**config.mk**
```make
export PLATFORM = sky130hd
export DESIGN_NAME = i2c_strap_target
export DESIGN_NICKNAME = d
export VERILOG_FILES = /design/src/rtl/i2c_tgt_pkg.sv /design/src/rtl/i2c_line_filter.sv /design/src/rtl/i2c_bus_events.sv /design/src/rtl/i2c_tgt_engine.sv /design/src/rtl/i2c_strap_target.sv
export SDC_FILE = /design/constraint.sdc
export NUM_CORES = 1
export LEC_CHECK = 0
export ABC_AREA = 1
export BUFFER_PORTS_ARGS = -buffer_cell sky130_fd_sc_hd__clkbuf_2
export CELL_PAD_IN_SITES_DETAIL_PLACEMENT = 0
export CELL_PAD_IN_SITES_GLOBAL_PLACEMENT = 1
export CORE_UTILIZATION = 39
export DETAILED_ROUTE_END_ITERATION = 8
export PLACE_DENSITY = 0.8
export SLEW_MARGIN = 20
export SYNTH_ARGS = -nofsm -noshare
export SYNTH_HDL_FRONTEND = slang
export SYNTH_SLANG_ARGS = --single-unit
```
**constraint.sdc**
```tcl
create_clock -name clk -period 1.5 [get_ports clk]
set_input_delay 0.15 -clock clk [delete_from_list [all_inputs] [get_ports clk]]
set_output_delay 0.15 -clock clk [all_outputs]
set_load 0.02 [all_outputs]
```
**src/rtl/i2c_tgt_pkg.sv**
```systemverilog
package i2c_tgt_pkg;

  localparam int unsigned BYTE_BITS = 8;

  typedef enum logic [2:0] {
    ST_IDLE,
    ST_RECV,
    ST_RACK,
    ST_SEND,
    ST_SACK,
    ST_HALT
  } tgt_state_e;

  typedef enum logic [1:0] {
    PH_ADDR,
    PH_CMD,
    PH_DATA
  } byte_phase_e;

  // true when more than half of the first taps bits are ones
  function automatic logic vote_major(input logic [7:0] win, input int unsigned taps);
    int unsigned ones;
    ones = 0;
    for (int unsigned i = 0; i < 8; i++) begin
      if (i < taps && win[i]) ones++;
    end
    return (ones * 2) > taps;
  endfunction

  // address byte: prefix in [7:4], strap in [3:1], R/W in [0]
  function automatic logic addr_hit(input logic [7:0] rx, input logic [3:0] prefix,
                                    input logic [2:0] strap);
    return rx[7:1] == {prefix, strap};
  endfunction

endpackage

```
**src/rtl/i2c_line_filter.sv**
```systemverilog
module i2c_line_filter #(
  parameter int unsigned SYNC_STAGES = 2,
  parameter int unsigned VOTE_TAPS   = 3
) (
  input  logic clk,
  input  logic rst_n,
  input  logic line_i,
  output logic line_o
);
  import i2c_tgt_pkg::*;

  logic [SYNC_STAGES-1:0] sync_q;
  logic [VOTE_TAPS-1:0]   win_q;

  always_ff @(posedge clk or negedge rst_n) begin
    if (!rst_n) begin
      sync_q <= '1;
      win_q  <= '1;
      line_o <= 1'b1;
    end else begin
      sync_q <= {sync_q[SYNC_STAGES-2:0], line_i};
      win_q  <= {win_q[VOTE_TAPS-2:0], sync_q[SYNC_STAGES-1]};
      line_o <= vote_major(8'(win_q), VOTE_TAPS);
    end
  end
endmodule

```
**src/rtl/i2c_bus_events.sv**
```systemverilog
module i2c_bus_events (
  input  logic clk,
  input  logic rst_n,
  input  logic scl_f,
  input  logic sda_f,
  output logic scl_rise,
  output logic scl_fall,
  output logic start_evt,
  output logic stop_evt
);
  logic scl_q, sda_q;

  always_ff @(posedge clk or negedge rst_n) begin
    if (!rst_n) begin
      scl_q <= 1'b1;
      sda_q <= 1'b1;
    end else begin
      scl_q <= scl_f;
      sda_q <= sda_f;
    end
  end

  assign scl_rise  = scl_f & ~scl_q;
  assign scl_fall  = ~scl_f & scl_q;
  assign start_evt = scl_f & scl_q & sda_q & ~sda_f;
  assign stop_evt  = scl_f & scl_q & ~sda_q & sda_f;
endmodule

```
**src/rtl/i2c_tgt_engine.sv**
```systemverilog
module i2c_tgt_engine #(
  parameter logic [3:0]  ADDR_PREFIX = 4'b0100,
  parameter int unsigned PTR_W       = 3
) (
  input  logic             clk,
  input  logic             rst_n,
  input  logic             scl_rise,
  input  logic             scl_fall,
  input  logic             start_evt,
  input  logic             stop_evt,
  input  logic             sda_f,
  input  logic [2:0]       strap,
  input  logic [7:0]       rd_data,
  output logic             sda_oe,
  output logic [PTR_W-1:0] reg_addr,
  output logic             wr_stb,
  output logic [7:0]       wr_data,
  output logic             rd_stb
);
  import i2c_tgt_pkg::*;

  localparam logic [3:0]       LAST_BIT = 4'(BYTE_BITS);
  localparam logic [PTR_W-1:0] PAIR_BIT = PTR_W'(1);

  tgt_state_e  st_q;
  byte_phase_e ph_q;
  logic [3:0]       cnt_q;
  logic [7:0]       rx_q;
  logic [7:0]       tx_q;
  logic [PTR_W-1:0] ptr_q;
  logic             rw_q;
  logic             mack_q;

  logic byte_done, hit, load_now;

  always_comb begin
    byte_done = (st_q == ST_RECV) && scl_fall && (cnt_q == LAST_BIT);
    hit       = addr_hit(rx_q, ADDR_PREFIX, strap);
    wr_stb    = byte_done && (ph_q == PH_DATA);
    load_now  = ((st_q == ST_RACK) && scl_fall && (ph_q == PH_ADDR) && rw_q) ||
                ((st_q == ST_SACK) && scl_fall && mack_q);
  end

  assign rd_stb   = load_now;
  assign wr_data  = rx_q;
  assign reg_addr = ptr_q;

  always_ff @(posedge clk or negedge rst_n) begin
    if (!rst_n) begin
      st_q   <= ST_IDLE;
      ph_q   <= PH_ADDR;
      cnt_q  <= '0;
      rx_q   <= '0;
      tx_q   <= '0;
      ptr_q  <= '0;
      rw_q   <= 1'b0;
      mack_q <= 1'b0;
      sda_oe <= 1'b0;
    end else if (start_evt) begin
      st_q   <= ST_RECV;
      ph_q   <= PH_ADDR;
      cnt_q  <= '0;
      sda_oe <= 1'b0;
    end else if (stop_evt) begin
      st_q   <= ST_IDLE;
      cnt_q  <= '0;
      sda_oe <= 1'b0;
    end else begin
      unique case (st_q)
        ST_RECV: begin
          if (scl_rise && cnt_q != LAST_BIT) begin
            rx_q  <= {rx_q[6:0], sda_f};
            cnt_q <= cnt_q + 4'd1;
          end
          if (byte_done) begin
            unique case (ph_q)
              PH_ADDR: begin
                if (hit) begin
                  rw_q   <= rx_q[0];
                  sda_oe <= 1'b1;
                  st_q   <= ST_RACK;
                end else begin
                  st_q <= ST_HALT;
                end
              end
              PH_CMD: begin
                ptr_q  <= rx_q[PTR_W-1:0];
                sda_oe <= 1'b1;
                st_q   <= ST_RACK;
              end
              default: begin
                ptr_q  <= ptr_q ^ PAIR_BIT;
                sda_oe <= 1'b1;
                st_q   <= ST_RACK;
              end
            endcase
          end
        end
        ST_RACK: begin
          if (scl_fall) begin
            cnt_q <= '0;
            if (load_now) begin
              tx_q   <= rd_data;
              ptr_q  <= ptr_q ^ PAIR_BIT;
              sda_oe <= ~rd_data[7];
              st_q   <= ST_SEND;
            end else begin
              sda_oe <= 1'b0;
              st_q   <= ST_RECV;
              ph_q   <= (ph_q == PH_ADDR) ? PH_CMD : PH_DATA;
            end
          end
        end
        ST_SEND: begin
          if (scl_rise) cnt_q <= cnt_q + 4'd1;
          if (scl_fall) begin
            if (cnt_q == LAST_BIT) begin
              sda_oe <= 1'b0;
              st_q   <= ST_SACK;
            end else begin
              tx_q   <= {tx_q[6:0], 1'b0};
              sda_oe <= ~tx_q[6];
            end
          end
        end
        ST_SACK: begin
          if (scl_rise) mack_q <= ~sda_f;
          if (scl_fall) begin
            cnt_q <= '0;
            if (load_now) begin
              tx_q   <= rd_data;
              ptr_q  <= ptr_q ^ PAIR_BIT;
              sda_oe <= ~rd_data[7];
              st_q   <= ST_SEND;
            end else begin
              st_q <= ST_HALT;
            end
          end
        end
        default: ;
      endcase
    end
  end
endmodule

```
**src/rtl/i2c_strap_target.sv**
```systemverilog
module i2c_strap_target #(
  parameter logic [3:0]  ADDR_PREFIX = 4'b0100,
  parameter int unsigned PTR_W       = 3,
  parameter int unsigned SYNC_STAGES = 2,
  parameter int unsigned VOTE_TAPS   = 3
) (
  input  logic             clk,
  input  logic             rst_n,
  input  logic             scl_i,
  input  logic             sda_i,
  output logic             scl_oe,
  output logic             sda_oe,
  input  logic [2:0]       strap,
  output logic [PTR_W-1:0] reg_addr,
  output logic             wr_stb,
  output logic [7:0]       wr_data,
  output logic             rd_stb,
  input  logic [7:0]       rd_data
);
  localparam int unsigned N_LINES = 2;

  logic [N_LINES-1:0] raw_lines, filt_lines;
  logic scl_f, sda_f;
  logic scl_rise, scl_fall, start_evt, stop_evt;

  assign raw_lines = {sda_i, scl_i};

  for (genvar g = 0; g < N_LINES; g++) begin : g_filt
    i2c_line_filter #(
      .SYNC_STAGES(SYNC_STAGES),
      .VOTE_TAPS  (VOTE_TAPS)
    ) u_filt (
      .clk   (clk),
      .rst_n (rst_n),
      .line_i(raw_lines[g]),
      .line_o(filt_lines[g])
    );
  end

  assign scl_f = filt_lines[0];
  assign sda_f = filt_lines[1];

  i2c_bus_events u_events (
    .clk      (clk),
    .rst_n    (rst_n),
    .scl_f    (scl_f),
    .sda_f    (sda_f),
    .scl_rise (scl_rise),
    .scl_fall (scl_fall),
    .start_evt(start_evt),
    .stop_evt (stop_evt)
  );

  i2c_tgt_engine #(
    .ADDR_PREFIX(ADDR_PREFIX),
    .PTR_W      (PTR_W)
  ) u_engine (
    .clk      (clk),
    .rst_n    (rst_n),
    .scl_rise (scl_rise),
    .scl_fall (scl_fall),
    .start_evt(start_evt),
    .stop_evt (stop_evt),
    .sda_f    (sda_f),
    .strap    (strap),
    .rd_data  (rd_data),
    .sda_oe   (sda_oe),
    .reg_addr (reg_addr),
    .wr_stb   (wr_stb),
    .wr_data  (wr_data),
    .rd_stb   (rd_stb)
  );

  assign scl_oe = 1'b0;
endmodule

```
==> impl_results.md <==
* Largest cells by area after synthesis: dfrtp_1, dfstp_2, nand2_1
* GRT Total Usage at 0.180
* CTS max path bufs at 2
* Reg-to-reg startpoint: u_engine.st_q[1]$_DFFE_PN0P_
* Synth Net Count at 290
* Worst VDD drop at 759 uV
* CTS clk-pin slew, worst paths at 90 ps
* Total global routing overflow at 0
* Fin cells at 420
* IO Pins at 30
* Path depth of the worst reg2reg path at 10
* Vias per inst at about 4.7
* CTS tree: yes
* Failing checks: setup timing
* Status: finished with violations
* DRC violations left at 0
* Num CTS Buffers at 5
* Final hold vios at 0
* Crit path required time at 1350 ps
* Core area at about 5600 um2
* Layout cells sized above 1 at 0.457
* Slew Limit Fails at 0
* Leakage at 0.00162 uW
* Cell count after synthesis at 269
* Routability cong. at roughly 0.87
* Syn_area_per_cell at between 8 and 9 um2
* Placed Cells at between 300 and 400
* Worst setup EP type: primary output
* Fin crit share at 1.07
* Met3 usage at 0.0391
* Final Setup Violations at 14
* Max-Cap Viols at 0
* DR iter-0 viols at 101
* Power per cell area at between 1500 and 2000 nW/um2
* Area growth syn-to-layout at 38.3%
* Total power at 6090 uW
* Die Height at 79.1 um
* Synth warn at 0
* Drt pass-1 iters at 4
* Crit. Startpoint: u_engine.st_q[2]$_DFFE_PN0P_
* Fill count at 511
* GR Util met2 at 0.290
* GR peak layer: met2
* Worst Hold Margin at 83.9 ps
* Largest net degree at the start of global routing at 45
* Minimum clock period at between 1500 and 2000 ps
* Initial antenna violation count at 0
* Die Wd at 79.1 um
* Post-layout nets at 368
* Antenna-violating nets left at 0
* Num Clock Sinks at 44
* Synth area leader: dfrtp_1
* WP data arrival at 1460 ps
* HP Class: primary input to flop
* ANT cells at 0
* RSZ-0062 raised after global routing: yes
* Yosys cell types at 29
* Vias at between 1500 and 2000
* Highest Clock Rate at 622 MHz
* Clock Skews at roughly 10 ps
* Die area at around 6300 um2
* Worst setup SP type: flop
* Top-area cell type share of the netlist area at 0.324
* Total length of routed wires at 5080 um
* Hpwl dp at 3500 um
* Post-layout utilization of the core at 0.572
* Worst Hold Launch: rd_data[0]
* Synthesized area at approximately 2300 um2
* IO Port Bufs at 28
* CP Class: flop to primary output
* Hold depth at 3
* Clock latency on the worst-skew pair at 300 ps
* First-pass GRT wire length at 8630 um
* Yosys reg bits at 44
* CTS H-Tree Depth at 2
* Crit Path Max Fanout at 5
* Drt wl/cell at ~12 um
* Vias in the first global route at 1900
* Initial Util at 0.413
* Post-synthesis sequential area ratio at 0.482
* Grt met1 use at 0.239
* Root buf cell: clkbuf_8
* Worst setup margin at -108 ps
* FP Rows at 27
-- cell type report --
| class | instances | area, um2 | share of cell area |
|---|---|---|---|
| Tap cell | 72 | 90.1 | 0.0281 |
| Sequential cell | 44 | 1120 | 0.349 |
| Timing Repair Buffer | 76 | 572 | 0.178 |
| Multi-Input combinational cell | 182 | 1170 | 0.365 |
| Clock buffer | 6 | 93.8 | 0.0293 |
| Clock inverter | 2 | 17.5 | 0.00546 |
| Inverter | 38 | 145 | 0.0453 |
-- synth_stat cells --
library cell	count
o21ai_0	11
nor3_1	1
xor2_1	3
nand4_1	6
buf_4	1
nand3_2	4
buf_6	3
buf_2	1
nand2_4	3
a21oi_1	5
nand3_1	15
nand4_2	1
dfrtp_1	30
dfstp_2	14
nand2_2	6
o21ai_1	13
nand2_1	67
o211ai_4	1
inv_2	9
o21ai_2	7
a31oi_1	1
ha_1	6
nor2_1	19
o22ai_1	3
mux2i_1	6
nor3_4	1
inv_1	29
nor2_2	2
conb_1	1
-- through the flow --
| stage | setup slack [ps] | area [um2] | TNS [ps] |
|---|---|---|---|
| finish | -108 | 3210 | -549 |
| CTS | -176 | 3090 | -1490 |
| global route | -182 | 3210 | -2370 |
| global placement | -104 | 2780 | -483 |
| floorplan | 0.979 | 2330 | 0 |
| detailed placement | -93.4 | 2780 | -1040 |
-- critical path: stages, from the launching register on --
cell	delay, ps
dfrtp_1	430
inv_2	140
nand3_4	150
inv_4	110
nand2_2	70
nor3_2	100
buf_4	160
-- registers in the layout, summed over array words and instances, names as in the netlist, 2 cells and up --
register and flops:
u_engine.tx_q 7, g_filt.u_filt.win_q 6, u_engine.reg_addr 3, g_filt.u_filt.sync_q 4, u_engine.st_q 3, u_engine.wr_data 8, u_engine.ph_q 2, g_filt.u_filt.line_o 2
u_engine.cnt_q 4
-- layout by cell type, fill, tap and decap left out, types with 4 or more instances in the layout --
| cell | Yosys | routed |
|---|---|---|
| nand2_1 | 67 | 55 |
| buf_4 | 1 | 37 |
| dfrtp_1 | 30 | 30 |
| clkbuf_2 | 0 | 26 |
| inv_1 | 29 | 24 |
| nor2_1 | 19 | 15 |
| nand2_2 | 6 | 15 |
| o21ai_1 | 13 | 14 |
| dfstp_2 | 14 | 14 |
| inv_2 | 9 | 13 |
| nand3_1 | 15 | 11 |
| o21ai_2 | 7 | 9 |
| o21ai_0 | 11 | 8 |
| buf_6 | 3 | 7 |
| mux2i_1 | 6 | 6 |
| nand4_1 | 6 | 6 |
| nand2_4 | 3 | 6 |
| nand3_2 | 4 | 5 |
| ha_1 | 6 | 5 |
| clkbuf_8 | 0 | 5 |
| a21oi_1 | 5 | 4 |
-- routing by layer --
metal	vias up	part of all wire
met5	-	0
met2	28	0.49
li1	1019	-
met4	0	0.013
met3	5	0.036
met1	917	0.46
-- worst paths after layout --
kind	to	slack (ps)
max	wr_stb	-110
min	u_engine.tx_q[0]$_DFFE_PN0P_	80
max reg2reg	u_engine.tx_q[6]$_DFFE_PN0P_	-50
min reg2reg	g_filt[0].u_filt.sync_q[1]$_DFF_PN1_	360
max in group asynchronous	g_filt[1].u_filt.line_o$_DFF_PN1_	880
min in group asynchronous	u_engine.wr_data[0]$_DFFE_PN0P_	350
-- where the power goes --
group / total [uW] / switching [uW] / leakage (uW) / internal, uW
clock network: 873 / 438 / 0.0000565 / 435
registers: 1820 / 266 / 0.000523 / 1560
logic: 3400 / 1950 / 0.00104 / 1450
total: 6090 / 2650 / 0.00162 / 3440
-- kinds of logic after synthesis --
logic type	after synthesis	synth area share
compound gates	41	0.109
simple gates	125	0.256
flops	44	0.482
fa+ha+maj	6	0.0324
xor+xnor	3	0.0113
mux	6	0.0259
buf+inv	43	0.0815
other cells	1	0.00162
-- what timing repair did --
action                     CTS  global route
hold endpoints to repair    32             0
gates resized for setup     26            29
setup buffers               11             3
setup endpoints to repair   29            30
hold buffers                 3             0
pin swaps                   14            18
Note: power is estimated with default switching activity, not from simulation.
